$ cat src/rtl/irq_pkg.sv
package irq_pkg;
  localparam int LVL  = 8;
  localparam int LW   = $clog2(LVL);
  localparam int NSRC = 11;
  localparam int NPIN = 6;
  localparam int VW   = 9;

  // vector of a level: steps of 040h, top level pinned at 1E0h
  function automatic logic [VW-1:0] level_vector(input logic [LW-1:0] l);
    if (l == LW'(LVL - 1)) return VW'(9'h1E0);
    return VW'((int'(l) + 1) * 64);
  endfunction

  // source number to priority level
  function automatic int src_level(input int s);
    case (s)
      0, 1:    return 1;
      2:       return 2;
      3:       return 3;
      4:       return 4;
      5, 6, 7: return 5;
      8, 9:    return 6;
      default: return 7;
    endcase
  endfunction
endpackage

$ cat src/rtl/irq_edge_sync.sv
module irq_edge_sync #(
  parameter int STAGES = 2
) (
  input  logic clk,
  input  logic rst_n,
  input  logic pin,
  output logic edge_o
);
  logic [STAGES-1:0] sync_q;
  logic              prev_q;

  generate
    for (genvar i = 0; i < STAGES; i++) begin : g_stage
      always_ff @(posedge clk or negedge rst_n) begin
        if (!rst_n) sync_q[i] <= 1'b0;
        else if (i == 0) sync_q[i] <= pin;
        else sync_q[i] <= sync_q[(i == 0) ? 0 : i - 1];
      end
    end
  endgenerate

  always_ff @(posedge clk or negedge rst_n) begin
    if (!rst_n) prev_q <= 1'b0;
    else prev_q <= sync_q[STAGES-1];
  end

  assign edge_o = sync_q[STAGES-1] ^ prev_q;
endmodule

$ cat src/rtl/irq_src_merge.sv
module irq_src_merge
  import irq_pkg::*;
(
  input  logic [NSRC-1:0] evt,
  input  logic [NSRC-1:0] mask,
  output logic [LVL-1:0]  hw_set
);
  always_comb begin
    hw_set = '0;
    for (int s = 0; s < NSRC; s++) begin
      if (evt[s] && !mask[s]) hw_set[src_level(s)] = 1'b1;
    end
  end
endmodule

$ cat src/rtl/irq_pending.sv
module irq_pending
  import irq_pkg::*;
(
  input  logic           clk,
  input  logic           rst_n,
  input  logic [LVL-1:0] hw_set,
  input  logic           sw_valid,
  input  logic [LVL-1:0] sw_data,
  input  logic           clr_valid,
  input  logic [LW-1:0]  clr_lvl,
  output logic [LVL-1:0] pend_q
);
  logic [LVL-1:0] set_now;
  logic [LVL-1:0] clr_mask;

  assign set_now  = hw_set | (sw_valid ? sw_data : '0);
  assign clr_mask = clr_valid ? (LVL'(1) << clr_lvl) : '0;

  always_ff @(posedge clk or negedge rst_n) begin
    if (!rst_n) pend_q <= '0;
    else pend_q <= (pend_q & ~clr_mask) | set_now;
  end

  // acknowledged level leaves pending unless re-raised in the same cycle
  p_ack_clears_pend_r8: assert property (@(posedge clk) disable iff (!rst_n)
    (clr_valid && !set_now[clr_lvl]) |=> !pend_q[$past(clr_lvl)]);
endmodule

$ cat src/rtl/irq_arbiter.sv
module irq_arbiter
  import irq_pkg::*;
(
  input  logic           clk,
  input  logic           rst_n,
  input  logic [LVL-1:0] pend,
  input  logic           gie,
  input  logic           ready,
  input  logic           reti,
  output logic           valid,
  output logic [VW-1:0]  vector,
  output logic           ack,
  output logic [LW-1:0]  ack_lvl
);
  logic [LVL-1:0] ins_q;
  logic [LW-1:0]  hp_lvl;
  logic [LW-1:0]  top_lvl;
  logic           hp_any;
  logic           ins_any;
  logic [LVL-1:0] ins_next;

  always_comb begin
    hp_lvl = '0;
    top_lvl = '0;
    for (int l = 0; l < LVL; l++) begin
      if (pend[l])  hp_lvl  = LW'(l);
      if (ins_q[l]) top_lvl = LW'(l);
    end
  end

  assign hp_any  = |pend;
  assign ins_any = |ins_q;
  assign valid   = gie && hp_any && (!ins_any || (hp_lvl > top_lvl));
  assign vector  = level_vector(hp_lvl);
  assign ack     = valid && ready;
  assign ack_lvl = hp_lvl;

  always_comb begin
    ins_next = ins_q;
    if (reti && ins_any) ins_next[top_lvl] = 1'b0;
    if (ack) ins_next[hp_lvl] = 1'b1;
  end

  always_ff @(posedge clk or negedge rst_n) begin
    if (!rst_n) ins_q <= '0;
    else ins_q <= ins_next;
  end

  // acknowledged level becomes in service
  p_ack_sets_ins_r8: assert property (@(posedge clk) disable iff (!rst_n)
    ack |=> ins_q[$past(ack_lvl)]);

  // a return retires exactly one in-service level
  p_reti_drops_one_r10: assert property (@(posedge clk) disable iff (!rst_n)
    (reti && ins_any && !ack) |=> ($countones(ins_q) == $countones($past(ins_q)) - 1));
endmodule

$ cat src/rtl/irq_vector_ctrl.sv
module irq_vector_ctrl
  import irq_pkg::*;
#(
  parameter int SYNC_STAGES = 2
) (
  input  logic            clk,
  input  logic            rst_n,
  input  logic            gie,
  input  logic [NPIN-1:0] pin_in,
  input  logic            tmr1_evt,
  input  logic            ser_evt,
  input  logic            tmr2_evt,
  input  logic            tmr3_cmp1_evt,
  input  logic            tmr3_cmp2_evt,
  input  logic            tmr3_edge_evt,
  input  logic            vmon_evt,
  input  logic [NSRC-1:0] src_mask,
  input  logic            sw_wr_valid,
  input  logic [LVL-1:0]  sw_wr_data,
  output logic            sw_wr_ready,
  output logic            irq_valid,
  output logic [VW-1:0]   irq_vector,
  input  logic            irq_ready,
  input  logic            reti
);
  logic [NPIN-1:0] pin_edge;
  logic [NSRC-1:0] evt;
  logic [LVL-1:0]  hw_set;
  logic [LVL-1:0]  pend;
  logic            ack;
  logic [LW-1:0]   ack_lvl;

  generate
    for (genvar p = 0; p < NPIN; p++) begin : g_pin
      irq_edge_sync #(.STAGES(SYNC_STAGES)) u_sync (
        .clk(clk), .rst_n(rst_n), .pin(pin_in[p]), .edge_o(pin_edge[p])
      );
    end
  endgenerate

  assign evt = {vmon_evt, pin_edge[5], pin_edge[4], tmr3_edge_evt, tmr3_cmp2_evt,
                tmr3_cmp1_evt, tmr2_evt, ser_evt | pin_edge[2] | pin_edge[3],
                tmr1_evt, pin_edge[1], pin_edge[0]};

  irq_src_merge u_merge (.evt(evt), .mask(src_mask), .hw_set(hw_set));

  irq_pending u_pend (
    .clk(clk), .rst_n(rst_n), .hw_set(hw_set), .sw_valid(sw_wr_valid),
    .sw_data(sw_wr_data), .clr_valid(ack), .clr_lvl(ack_lvl), .pend_q(pend)
  );

  irq_arbiter u_arb (
    .clk(clk), .rst_n(rst_n), .pend(pend), .gie(gie), .ready(irq_ready),
    .reti(reti), .valid(irq_valid), .vector(irq_vector), .ack(ack), .ack_lvl(ack_lvl)
  );

  assign sw_wr_ready = 1'b1;

  // no offer while the global enable is low
  p_gie_gates_r11: assert property (@(posedge clk) disable iff (!rst_n)
    !gie |-> !irq_valid);

  // a stalled offer holds when nothing new arrives
  p_offer_holds_r7: assert property (@(posedge clk) disable iff (!rst_n)
    (irq_valid && !irq_ready && !sw_wr_valid && hw_set == '0 && !reti)
      |=> (!gie || (irq_valid && $stable(irq_vector))));
endmodule

$ cat config.mk
export PLATFORM = sky130hd
export DESIGN_NAME = irq_vector_ctrl
export DESIGN_NICKNAME = d
export VERILOG_FILES = /design/src/rtl/irq_pkg.sv /design/src/rtl/irq_edge_sync.sv /design/src/rtl/irq_src_merge.sv /design/src/rtl/irq_pending.sv /design/src/rtl/irq_arbiter.sv /design/src/rtl/irq_vector_ctrl.sv
export SDC_FILE = /design/constraint.sdc
export NUM_CORES = 1
export LEC_CHECK = 0
export BUFFER_PORTS_ARGS = -buffer_cell sky130_fd_sc_hd__buf_2
export CAP_MARGIN = 20
export CORE_MARGIN = 4
export CORE_UTILIZATION = 35
export DETAILED_ROUTE_END_ITERATION = 10
export PLACE_DENSITY = 0.62
export SETUP_SLACK_MARGIN = 0.1
export SLEW_MARGIN = 5
export SYNTH_ARGS = -nofsm -noshare
export SYNTH_HDL_FRONTEND = slang
export SYNTH_SLANG_ARGS = --single-unit
$ cat constraint.sdc
create_clock -name clk -period 4.32 [get_ports clk]
set_input_delay 1.08 -clock clk [delete_from_list [all_inputs] [get_ports clk]]
set_output_delay 1.08 -clock clk [all_outputs]
set_load 0.1 [all_outputs]
# Word-level counts from Yosys, hierarchy flattened

Index checks and enable logic that the tools add are counted.

Logic and storage cells: 187
Bits in registers: 34
Input port bits: 38
Output and inout port bits: 11

Multiplexer cells: 69
Reductions and logical operators: 43
Shifts and indexed selects: 1
Bitwise logic cells: 25
Order comparisons: 27
Eq/ne operators: 1
Add/subtract/negate cells: 1

Operators by type and width:

| kind                                                               | count |
|---|---|
| greater-or-equal comparator 32 x 1 -> 1 bit, second input constant | 11 |
| less-than comparator 32 x 5 -> 1 bit, second input constant        | 11 |
| 2-to-1 mux 32 bit                                                  | 11 |
| 2-to-1 mux 8 bit                                                   | 15 |
| OR 8 bit                                                           | 13 |
| demux 1 bit (select 3 bit)                                         | 13 |
| logical AND 1 bit                                                  | 28 |
| 2-to-1 mux 3 bit                                                   | 8 |
| 2-to-1 mux 9 bit                                                   | 2 |
| bitwise AND 8 bit                                                  | 2 |
| 2-to-1 mux 1 bit                                                   | 16 |
| inverter 8 bit                                                     | 2 |
| OR reduction 8 bit                                                 | 2 |
| logical NOT 1 bit                                                  | 12 |
| less-than comparator 3 x 4 -> 1 bit, second input constant         | 2 |
| 2-to-1 mux 2 bit                                                   | 4 |
| << shifter 1 x 3 -> 8 bit, first input constant                    | 1 |
| greater-or-equal comparator 3 x 1 -> 1 bit, second input constant  | 2 |
| bitwise XOR 1 bit                                                  | 6 |
| adder 3 x 1 -> 3 bit, second input constant                        | 1 |
| == test 3 bit, second input constant                               | 1 |
| greater-than comparator 3 bit                                      | 1 |
| OR 1 bit                                                           | 2 |
| logical OR 1 bit                                                   | 1 |

# Longest topological paths before layout

Depth after elaboration: 30
Mapped depth: 11
Depth with buffers taken out: 10

# Hierarchy

From an unflattened synthesis, not the netlist that was laid out.

Cell total of the unflattened synthesis: 154
Area, all modules: 1,701.6 µm²

By module, submodules not included:

| module          | instances | seq. area each (µm²) | cells each | area an instance (µm²) |
|---|---|---|---|---|
| irq_arbiter     | 1         | 200.2                | 86         | 728.2 |
| irq_edge_sync   | 6         | 75.1                 | 4          | 83.8 |
| irq_pending     | 1         | 200.2                | 25         | 360.3 |
| irq_src_merge   | 1         | 0.0                  | 16         | 92.6 |
| irq_vector_ctrl | 1         | 0.0                  | 3          | 17.5 |

# Least setup slack after synthesis

OpenSTA, ideal clock, no wires.

Path kind: register to output
From: reg u_pend.pend_q[2]
To: out irq_valid
Setup slack: -0.390 ns
Path buffers: 1
Arrival: 3.630 ns
Required time: 3.240 ns
Cell stages (with the launch flop): 10
Cell sequence: dfrtp_1 inv_1 a21oi_1 o31ai_1 inv_1 ha_1 and3_1 or3_1 clkbuf_1 a22oi_1

Longest elaborated chain between the ends: 9
Elaborated cells between the ends (all ways): 11
Classes of those cells: 1 x order compare; 6 x mux; 4 x reduce/logical

RTL lines:

| element                        | RTL line              | text |
|---|---|---|
| from (decl)                    | irq_pending.sv:11     | `output logic [LVL-1:0] pend_q` |
| from (signal assigned)         | irq_pending.sv:21     | `else pend_q <= (pend_q & ~clr_mask) \| set_now;` |
| 2-to-1 mux 2 bit (2 in series) | irq_arbiter.sv:26     | `if (pend[l]) hp_lvl = LW'(l);` |
| 2-to-1 mux 3 bit (4 in series) | irq_arbiter.sv:26     |  |
| greater-than comparator 3 bit  | irq_arbiter.sv:33     | `assign valid = gie && hp_any && (!ins_any \|\| (hp_lvl > top_lvl));` |
| logical OR 1 bit               | irq_arbiter.sv:33     |  |
| logical AND 1 bit (*)          | irq_arbiter.sv:33     |  |
| to (decl)                      | irq_vector_ctrl.sv:21 | `output logic irq_valid,` |

Mark *: on every way between the ends. The rest lies on a longest branch, timed or not.

# Worst setup path in the final report

From: reg u_arb.ins_q[1]
To: out irq_valid

Longest elaborated chain between the ends: 10
Elaborated cells between the ends (all ways): 12
Classes of those cells: 1 x order compare; 7 x mux; 4 x reduce/logical

RTL lines:

| element                        | RTL line          | text |
|---|---|---|
| from (decl)                    | irq_arbiter.sv:15 | `logic [LVL-1:0] ins_q;` |
| from (signal assigned)         | irq_arbiter.sv:46 | `else ins_q <= ins_next;` |
| 2-to-1 mux 1 bit               | irq_arbiter.sv:27 | `if (ins_q[l]) top_lvl = LW'(l);` |
| 2-to-1 mux 2 bit (2 in series) | irq_arbiter.sv:27 |  |
| 2-to-1 mux 3 bit (4 in series) | irq_arbiter.sv:27 |  |
| greater-than comparator 3 bit  | irq_arbiter.sv:33 |  |
| logical OR 1 bit (*)           | irq_arbiter.sv:33 |  |
| logical AND 1 bit (*)          | irq_arbiter.sv:33 |  |

Marked as above.

==> results.cfg <==
[logic_synthesis]
synth_top_area_cell = dfrtp_1
yosys.cell_types.count = 37
ys_seq_area_frac = 0.518
syn_inst = 157
ys_seq_elements = 34
syn-cell-area_um2 = 1640
syn_area_per_cell_um2 = 10.5
synth_area_leaders = dfrtp_1 (52%), ha_1 (5.3%), o21ai_0 (3.7%)
yosysTopAreaCellShare = 0.518
ys.warnings.count = 0

[sta]
hold_violations = 0
rsz0062_at_grt = no
tightest_slew_ns = 0.710
min_period_over_period = 0.928
setup_violations = 0
finalCriticalPeriod_ns = 4.01
fmax_mhz = 249
skew_ns = 0.00569
max_slew_margin = 0.527
tns_ns = 0
slew_violations = 0

[clocking]
cts_buffers = 5
clkTransAtPathRegs_ns = 0.07
cts_tree = built
cts_resized = 0
htreeDepth = 2
clock_path_buffers = 2
cts.sink_count = 34
clockRootBuffer = clkbuf_8
cts_hold_buf = 0
cts_setup_buffers = 0
clock_latency_ns = 0.28

[place]
dp_hpwl_mm = 2.82
io_buffers = 42
place.gp.congestion = 0.830

[worst_setup_path]
slowest_delay_ns = 0.48
crit_path_end_kind = output pin
critical_path_class = flip-flop to output pin
rr_endpoint = u_pend.pend_q[1]
crit_family = simple AND/OR/NAND/NOR gates
cp.required_ns = 3.24
r2r-start = u_arb.ins_q[1]
r2r_slack_ns = 1.58
crit_path_start_kind = flip-flop
cp.arrival_ns = 2.93
r2r_cells = 9
worstPathCellList = nor2b_1 > o21bai_1 > a21oi_1 > or2_2 > ha_1 > and3_1 > or3_1 > a22oi_2 > buf_2
worstPathMaxFanout = 8
critical_path_buf_inv_count = 1
cp_slowest_cell = or3_1

[power]
finalPower_uw = 1030
power.density_nw_per_um2 = 520
p_leak_uw = 0.000925
peakVddDrop_mv = 0.203

[finish]
layout-drive-gt1-share = 0.289
final_core_util = 0.447
seqCellArea_um2 = 851
multi_input_area_um2 = 707
fin_nets = 248
n_antenna_cell = 0
n_fill_cell = 439
areaGrowthSynthToFinish_pct = 20.8

[detailed_routing]
drt_iter0_markers = 47
drc_errors = 0
totalWireLength_mm = 3.55
avgRoutedWirePerCell_um = 13.9
vias = 1285
drtPass1Iterations = 4
routed_via_density = 5.02
drt.antenna.violating_nets = 0

[floorplan]
die_w_um = 76.5
floorplan.core_area_um2 = 4440
io_pins = 49
start_util = 0.370
dieHeight_um = 76.5
placementRows = 24
die_area_um2 = 5850

[grt]
grt_pass1_vias = 1271
grt_max_degree = 35
grt_pass1_wl_mm = 5.80
grt_usage = 0.124
overflow = 0
antenna_found_initial = 0

[run]
cap_violations = 0

[outcome]
status = finished, final reports clean

[hold_path]
min_to = g_pin[0].u_sync.sync_q[1]
min_from = g_pin[0].u_sync.sync_q[0]
min_path_cells = 0
hold_path_class = flip-flop to flip-flop
cells by family (layout without fill, tap and decap cells):
group | count (synthesis) | in the layout | synth area share
AOI/OAI and AO/OA | 49 | 49 | 0.203
and+or+nand+nor | 37 | 37 | 0.126
DFF | 34 | 34 | 0.518
buffers and inverters | 22 | 65 | 0.0640
adders and majority gates | 7 | 7 | 0.0533
xor gates and xnor gates | 6 | 6 | 0.0320
other | 2 | 6 | 0.00457
cells in the final DEF, fill, tap and decap left out, types with 3 or more instances in the layout:
cell and n:
ha_1 7, buf_2 42, xnor2_1 4, clkbuf_8 6, a21oi_1 7, nor2_1 11
nor3_1 3, conb_1 6, o31ai_1 5, a221o_1 3, o21ai_0 12, a211oi_1 3
or2_2 4, nor2b_1 3, nand2_1 9, dfrtp_1 34, o22ai_1 3, inv_1 14
power breakdown:
part           leakage (uW)  switching, uW  internal, uW
sequential         0.000391           28.6           341
clock             0.0000482            109           128
combinational      0.000486            308           117
total              0.000925            446           586
worst max-delay path by stage:
stage | startpoint | to | slack [ns] | cells past startpoint
after global placement | u_arb.ins_q[1] | irq_valid | 0.64 | 9
after global routing | u_pend.pend_q[2] | irq_valid | 0.18 | 10
after CTS | u_arb.ins_q[1] | irq_valid | 0.31 | 9
after detailed placement | u_arb.ins_q[1] | irq_valid | 0.62 | 9
final | u_arb.ins_q[1] | irq_valid | 0.31 | 9
after floorplan | u_pend.pend_q[2] | irq_valid | 0.26 | 9
cells in the mapped netlist:
master	instances
o22ai_1	3
clkbuf_1	1
or3_1	1
a22o_1	2
xnor2_1	4
nand4_1	1
nand2_1	9
buf_4	6
a22oi_1	3
conb_1	2
buf_1	1
dfrtp_1	34
a211o_1	2
o21bai_1	1
a21oi_1	7
nor2b_1	3
nor2_1	11
a211oi_1	3
xor2_1	2
nor3_1	3
a21o_2	1
nand4_4	1
inv_1	14
o21ai_1	2
o31ai_1	5
or2_2	4
nand3_1	1
a32o_1	1
ha_1	7
o41ai_1	2
nor4_4	1
o31a_2	1
a21boi_0	1
o21ai_0	12
and2_1	1
and3_1	1
a221o_1	3
metrics by stage:
stage	hold slack, ns	setup slack, ns	instances	area, um^2
3_3_place_gp	0.332	0.638	248	1890
5_1_grt	0.360	0.179	256	1980
6_report	0.351	0.309	256	1980
2_1_floorplan	0.331	0.257	161	1660
3_5_place_dp	0.339	0.619	248	1890
4_1_cts	0.354	0.312	256	1980
layout make-up:
| class | count | share of cell area |
|---|---|---|
| Clock inverter | 1 | 0.00252 |
| Sequential cell | 34 | 0.429 |
| Inverter | 14 | 0.0265 |
| Tap cell | 52 | 0.0328 |
| Multi-Input combinational cell | 105 | 0.356 |
| Timing Repair Buffer | 43 | 0.110 |
| Clock buffer | 7 | 0.0435 |
state kept, by name, indices dropped and copies added (netlist names):
signal and cells:
g_pin.u_sync.sync_q 12, u_arb.ins_q 8, u_pend.pend_q 8, g_pin.u_sync.prev_q 6
per-layer routing:
layer | up-vias | GRT usage | part of all wire
li1 | 636 | - | -
met1 | 602 | 0.148 | 0.43
met2 | 43 | 0.214 | 0.50
met3 | 4 | 0.0437 | 0.061
met4 | 0 | 0.0290 | 0.0034
met5 | - | 0 | 0
Note: power is estimated with default switching activity, not from simulation.
